**config.mk**
```make
export PLATFORM = sky130hd
export DESIGN_NAME = field_timing_gen
export DESIGN_NICKNAME = d
export VERILOG_FILES = /design/src/rtl/field_timing_gen.sv
export SDC_FILE = /design/constraint.sdc
export NUM_CORES = 1
export LEC_CHECK = 0
export ABC_AREA = 1
export ABC_CLOCK_PERIOD_IN_PS = 16950
export BUFFER_PORTS_ARGS = -buffer_cell sky130_fd_sc_hd__buf_2
export CAP_MARGIN = 40
export CELL_PAD_IN_SITES_DETAIL_PLACEMENT = 1
export CELL_PAD_IN_SITES_GLOBAL_PLACEMENT = 1
export CORE_ASPECT_RATIO = 1.5
export CORE_MARGIN = 5
export CORE_UTILIZATION = 25
export CTS_CLUSTER_SIZE = 30
export DETAILED_ROUTE_END_ITERATION = 10
export MAX_ROUTING_LAYER = met4
export PLACE_DENSITY_LB_ADDON = 0.1
export SYNTH_ARGS = -nofsm -noshare
export SYNTH_HDL_FRONTEND = slang
export SYNTH_SLANG_ARGS = --single-unit
```
**constraint.sdc**
```tcl
create_clock -name clk -period 16.95 [get_ports clk]
set_clock_uncertainty 0.2 [all_clocks]
set_input_delay 4.2375 -clock clk [delete_from_list [all_inputs] [get_ports clk]]
set_output_delay 4.2375 -clock clk [all_outputs]
set_load 0.02 [all_outputs]
```
**src/rtl/field_timing_gen.sv**
```systemverilog
module field_timing_gen #(
  parameter int CNT_W = 12
) (
  input  logic             clk,
  input  logic             rst_n,
  input  logic             cfg_we,
  input  logic [4:0]       cfg_addr,
  input  logic [CNT_W-1:0] cfg_wdata,
  output logic             hsync_o,
  output logic             vsync_o,
  output logic             de_o,
  output logic [CNT_W-1:0] px_x,
  output logic [CNT_W-1:0] px_y,
  output logic [1:0]       field_o,
  output logic             right_o,
  output logic             even_o,
  output logic             sof_o
);
  localparam int SW = CNT_W + 2;
  localparam logic [SW-1:0] ONE = SW'(1);

  logic [6:0]       ctl_q;
  logic [CNT_W-1:0] hsw_q, hbp_q, hact_q, hfp_q, vact_q;
  logic [CNT_W-1:0] vsw_q [4];
  logic [CNT_W-1:0] vbp_q [4];
  logic [CNT_W-1:0] vfp_q [4];
  logic             vhalf_q [4];

  always_ff @(posedge clk or negedge rst_n) begin
    if (!rst_n) begin
      ctl_q  <= 7'h01;
      hsw_q  <= '0;
      hbp_q  <= '0;
      hact_q <= '0;
      hfp_q  <= '0;
      vact_q <= '0;
      for (int s = 0; s < 4; s++) begin
        vsw_q[s]   <= '0;
        vbp_q[s]   <= '0;
        vfp_q[s]   <= '0;
        vhalf_q[s] <= 1'b0;
      end
    end else if (cfg_we) begin
      if (cfg_addr[4]) begin
        case (cfg_addr[1:0])
          2'd0:    vsw_q[cfg_addr[3:2]]   <= cfg_wdata;
          2'd1:    vbp_q[cfg_addr[3:2]]   <= cfg_wdata;
          2'd2:    vfp_q[cfg_addr[3:2]]   <= cfg_wdata;
          default: vhalf_q[cfg_addr[3:2]] <= cfg_wdata[0];
        endcase
      end else begin
        case (cfg_addr[3:0])
          4'd0:    ctl_q  <= cfg_wdata[6:0];
          4'd1:    hsw_q  <= cfg_wdata;
          4'd2:    hbp_q  <= cfg_wdata;
          4'd3:    hact_q <= cfg_wdata;
          4'd4:    hfp_q  <= cfg_wdata;
          4'd5:    vact_q <= cfg_wdata;
          default: ;
        endcase
      end
    end
  end

  logic          run, started, wrap, load;
  logic [1:0]    fld, nxt, load_idx;
  logic [SW-1:0] hcnt, vcnt;
  logic [SW-1:0] hsw_s, hbp_s, hact_s, hfp_s, vact_s, vsw_s, vbp_s, vfp_s;
  logic          half_s;
  logic [SW-1:0] hde_start, hde_end, htot, half, vde_start, vde_end, vtot;

  assign run       = ctl_q[1] & ~ctl_q[0];
  assign hde_start = hsw_s + hbp_s;
  assign hde_end   = hde_start + hact_s;
  assign htot      = hde_end + hfp_s;
  assign half      = htot >> 1;
  assign vde_start = vsw_s + vbp_s;
  assign vde_end   = vde_start + vact_s;
  assign vtot      = vde_end + vfp_s;

  always_comb begin
    case ({ctl_q[3], ctl_q[2]})
      2'b00:   nxt = 2'd0;
      2'b01:   nxt = {1'b0, ~fld[0]};
      2'b10:   nxt = {~fld[1], 1'b0};
      default: nxt = fld + 2'd1;
    endcase
  end

  assign wrap     = started && (hcnt == htot - ONE) && (vcnt == vtot - ONE);
  assign load     = run && (!started || wrap);
  assign load_idx = started ? nxt : 2'd0;

  always_ff @(posedge clk or negedge rst_n) begin
    if (!rst_n) begin
      started <= 1'b0;
      fld     <= 2'd0;
      hcnt    <= '0;
      vcnt    <= '0;
      hsw_s   <= '0;
      hbp_s   <= '0;
      hact_s  <= '0;
      hfp_s   <= '0;
      vact_s  <= '0;
      vsw_s   <= '0;
      vbp_s   <= '0;
      vfp_s   <= '0;
      half_s  <= 1'b0;
    end else if (!run) begin
      started <= 1'b0;
      fld     <= 2'd0;
      hcnt    <= '0;
      vcnt    <= '0;
    end else if (load) begin
      started <= 1'b1;
      fld     <= load_idx;
      hcnt    <= '0;
      vcnt    <= '0;
      hsw_s   <= SW'(hsw_q);
      hbp_s   <= SW'(hbp_q);
      hact_s  <= SW'(hact_q);
      hfp_s   <= SW'(hfp_q);
      vact_s  <= SW'(vact_q);
      vsw_s   <= SW'(vsw_q[load_idx]);
      vbp_s   <= SW'(vbp_q[load_idx]);
      vfp_s   <= SW'(vfp_q[load_idx]);
      half_s  <= vhalf_q[load_idx];
    end else if (hcnt == htot - ONE) begin
      hcnt <= '0;
      vcnt <= vcnt + ONE;
    end else begin
      hcnt <= hcnt + ONE;
    end
  end

  logic hs_raw, vs_raw, de_raw;

  assign hs_raw = started && (hcnt < hsw_s);
  assign de_raw = started && (hcnt >= hde_start) && (hcnt < hde_end) &&
                  (vcnt >= vde_start) && (vcnt < vde_end);

  always_comb begin
    if (!half_s)
      vs_raw = vcnt < vsw_s;
    else
      vs_raw = (vsw_s != '0) &&
               ((vcnt == '0 && hcnt >= half) ||
                (vcnt != '0 && vcnt < vsw_s) ||
                (vcnt == vsw_s && hcnt < half));
    vs_raw = vs_raw & started;
  end

  assign hsync_o = hs_raw ^ ctl_q[4];
  assign vsync_o = vs_raw ^ ctl_q[5];
  assign de_o    = de_raw ^ ctl_q[6];
  assign px_x    = de_raw ? CNT_W'(hcnt - hde_start) : '0;
  assign px_y    = de_raw ? CNT_W'(vcnt - vde_start) : '0;
  assign sof_o   = de_raw && (hcnt == hde_start) && (vcnt == vde_start);
  assign field_o = fld;
  assign right_o = fld[1];
  assign even_o  = fld[0];

  a_r1_idle_hold: assert property (@(posedge clk) disable iff (!rst_n)
    !run |=> !started && hcnt == '0 && vcnt == '0);

  a_r2_column_in_line: assert property (@(posedge clk) disable iff (!rst_n)
    started |-> hcnt < htot);

  a_r2_px_step: assert property (@(posedge clk) disable iff (!rst_n)
    de_raw && $past(de_raw) && hcnt != hde_start |-> px_x - $past(px_x) == CNT_W'(1));

  a_r5_field_turns_at_start: assert property (@(posedge clk) disable iff (!rst_n)
    started && $past(started) && fld != $past(fld) |-> hcnt == '0 && vcnt == '0);

  a_r8_sof_single: assert property (@(posedge clk) disable iff (!rst_n)
    sof_o |=> !sof_o);

  a_r9_shadow_stable: assert property (@(posedge clk) disable iff (!rst_n)
    started && $past(started) && !(hcnt == '0 && vcnt == '0) |-> $stable(htot) && $stable(vtot));
endmodule

```
==> reports/results.ini <==
[sta]
worst_pin_slew_ns=0.888
setup_violations=0
tns_ns=0
max_slew_margin_pct=40.3
rsz0062_at_grt=false
fin_crit_sh_pct=65.0
maxSlewViolCount=0
min_period_ns=11.01
fmax_mhz=90.8
hold_viol_final=0
whs_ns=0.279

[global_routing]
overflow=0
grt_max_degree=99
grt.total_usage_pct=17.3
grt_first_pass_wirelength_mm=124
grt_pass1_vias=20700
antenna_found_initial=2

[cts]
root_buffer=clkbuf_16
clock_sinks=343
clkTransAtPathRegs_ns=0.06
cts_max_level=2
numCtsBuffers=41
cts_buffer_depth=3
cts_hold_buf=0
post-cts-setup-buffer-count=0
insertion_delay_ns=0.59
cts_tree=built
cts_resized=0

[placed_design]
dp_cells=4035
routabilityCongestion=0.830
place.detailed.hpwl_mm=60.6
io_buffers=51

[finish]
nFillCells=10600
fin_nets=3135
area_delta_synth_final_pct=14.7
finalNonFillerCells=4107
drive_gt1_share_pct=8.49

[floorplanning]
start_util_pct=25.1
num_io_pins=52
core_area_um2=87200
die_w_um=252
die_h_um=372
num_rows=133
die_area_um2=93600

[detailed_routing]
vias=19200
drtAntennaViolNets=0
via_per_inst=4.67
drt-wirelength-per-cell_um=19.1
drt_first_pass_iters=4
routed_wl_mm=78.6
drc=0
drt_iter0_drc=785

[setup_path]
path_class=register to output pin
worstPathRequired_ns=12.51
start_kind=register
arrival_ns=6.57
worst-path-max-fanout=26
cp-end-kind=output pin

[run]
drv_cap=0

[logic_synthesis]
synth-main-ff-cell=dfrtp_1
syn-instance-count=2901
syn_area_um2=21900
synth_edf_count=0
synth_nets=3105
synth-adder-area-share_pct=10.8
synth_cell_types=48
synth_mux_area_share_pct=0
syn_area_per_cell_um2=7.54
synthArstFlopShare_pct=100
yosys_warnings=0
ys_ff_latch=343
synth-simple-area-share_pct=27.6
synth_xor_area_share_pct=3.04
synth-compound-area-share_pct=11.6
seq_area_frac_synth_pct=39.2
synth_top_family_by_area=simple AND/OR/NAND/NOR gates

[status]
status=finished, final reports clean

[min_path]
hold_path_class=register to register

-- state kept, by name (all words and copies together), names as in the netlist, 14 cells and up --
signal  cells
hcnt       14
vbp_q      48
vcnt       14
vfp_q      48
vsw_q      48
-- final cells by class --
type	count	area, um2	share of cell area (%)
clock buffer	61	1170	4.67
timing repair buffer	95	1010	4.02
multi-input combinational	2149	11600	46.4
sequential	343	8580	34.2
antenna	2	5.00	0.0199
inverter	301	1130	4.51
clock inverter	9	116	0.464
tap	1147	1440	5.72
-- cells by family after synthesis --
logic type                 count (synthesis)
AOI/OAI and AO/OA                        475
xor gates and xnor gates                  76
adders and majority gates                184
buffers and inverters                    409
DFF                                      343
and+or+nand+nor                         1414
-- metrics by stage --
step | area, um2 | util [%] | worst slack, ns
floorplan | 21900 | - | 7.69
global placement | 23200 | 26.6 | 6.60
detailed placement | 23800 | 27.3 | 6.42
CTS | 25100 | 28.8 | 5.75
global route | 25100 | 28.8 | 5.21
finish | 25100 | 28.8 | 5.94
-- routing by layer --
layer  global-route usage, %  up-vias  wire length [um]
met5                       -        -                 0
met4                    5.50        0              2790
met3                    1.89      119              1820
met2                    30.6      194             39200
met1                    20.8     9363             34700
li1                        -     9504                 -
-- final timing paths --
path	from	endpoint	slack [ns]	depth (start not counted)
setup / recovery	vsw_s[2]$_DFFE_PN0P_	px_y[3]	5.94	26
hold / removal	hfp_q[7]$_DFFE_PN0P_	hfp_s[7]$_DFFE_PN0P_	0.28	2
setup reg to reg	vsw_s[0]$_DFFE_PN0P_	vsw_s[1]$_DFFE_PN0P_	9.22	35
hold reg to reg	hfp_q[7]$_DFFE_PN0P_	hfp_s[7]$_DFFE_PN0P_	0.28	2
max in group asynchronous	rst_n	vbp_s[7]$_DFFE_PN0P_	10.34	6
min in group asynchronous	rst_n	hcnt[2]$_DFF_PN0_	3.47	1
-- cells in the final DEF, fill, tap and decap left out, types with 16 or more instances in the layout --
cell type	count
nand2_2	64
inv_1	293
a21oi_1	101
xor2_1	56
nor3_1	30
o21ai_0	288
buf_2	51
nand4_1	29
nand2_1	851
ha_1	176
o21ai_1	21
o21bai_1	24
dfrtp_1	342
clkbuf_16	41
nor2_1	175
nand3_1	219
buf_16	16
xnor2_1	20
-- cells in the mapped netlist, drive strengths merged, types with 3 or more instances --
cell type,n,share of area [%]
dfrtp,342,39
a211oi,3,0.10
nand2,919,17
dlygate4sd1,3,0.12
a21oi,104,2.4
inv,300,5.1
a31oi,10,0.29
nor2,185,3.3
nand3,224,5.2
o211ai,4,0.14
nor4,14,0.40
xnor2,20,0.80
ha,176,10
fa,8,0.73
o221ai,4,0.16
nand4,31,0.94
clkbuf,77,1.3
a21o,8,0.27
xor2,56,2.2
nor3,30,0.69
nor3b,3,0.10
o21bai,24,0.82
o21ai,309,7.1
nand3b,5,0.17
buf,28,1.1
-- critical path, stage by stage (launching register included) --
cell,delay [ns]
dfrtp_1,0.44
ha_1,0.37
nand3_1,0.09
nand3_1,0.15
nand4_1,0.12
o211ai_1,0.16
a21oi_1,0.12
o21ai_0,0.27
a21oi_1,0.12
o21ai_0,0.20
xor2_1,0.44
inv_1,0.09
ha_1,0.35
a21oi_1,0.17
a21boi_0,0.27
nand2_1,0.08
nor2_1,0.21
nand2_1,0.10
nand2_1,0.12
ha_1,0.24
nand2_1,0.11
nor4_1,0.07
a211oi_1,0.54
nand3_1,0.14
buf_4,0.27
nor3_1,0.47
buf_2,0.27
Power is not shown: default switching activity piles up to over one toggle a cycle in this logic, so the estimate is an artifact.
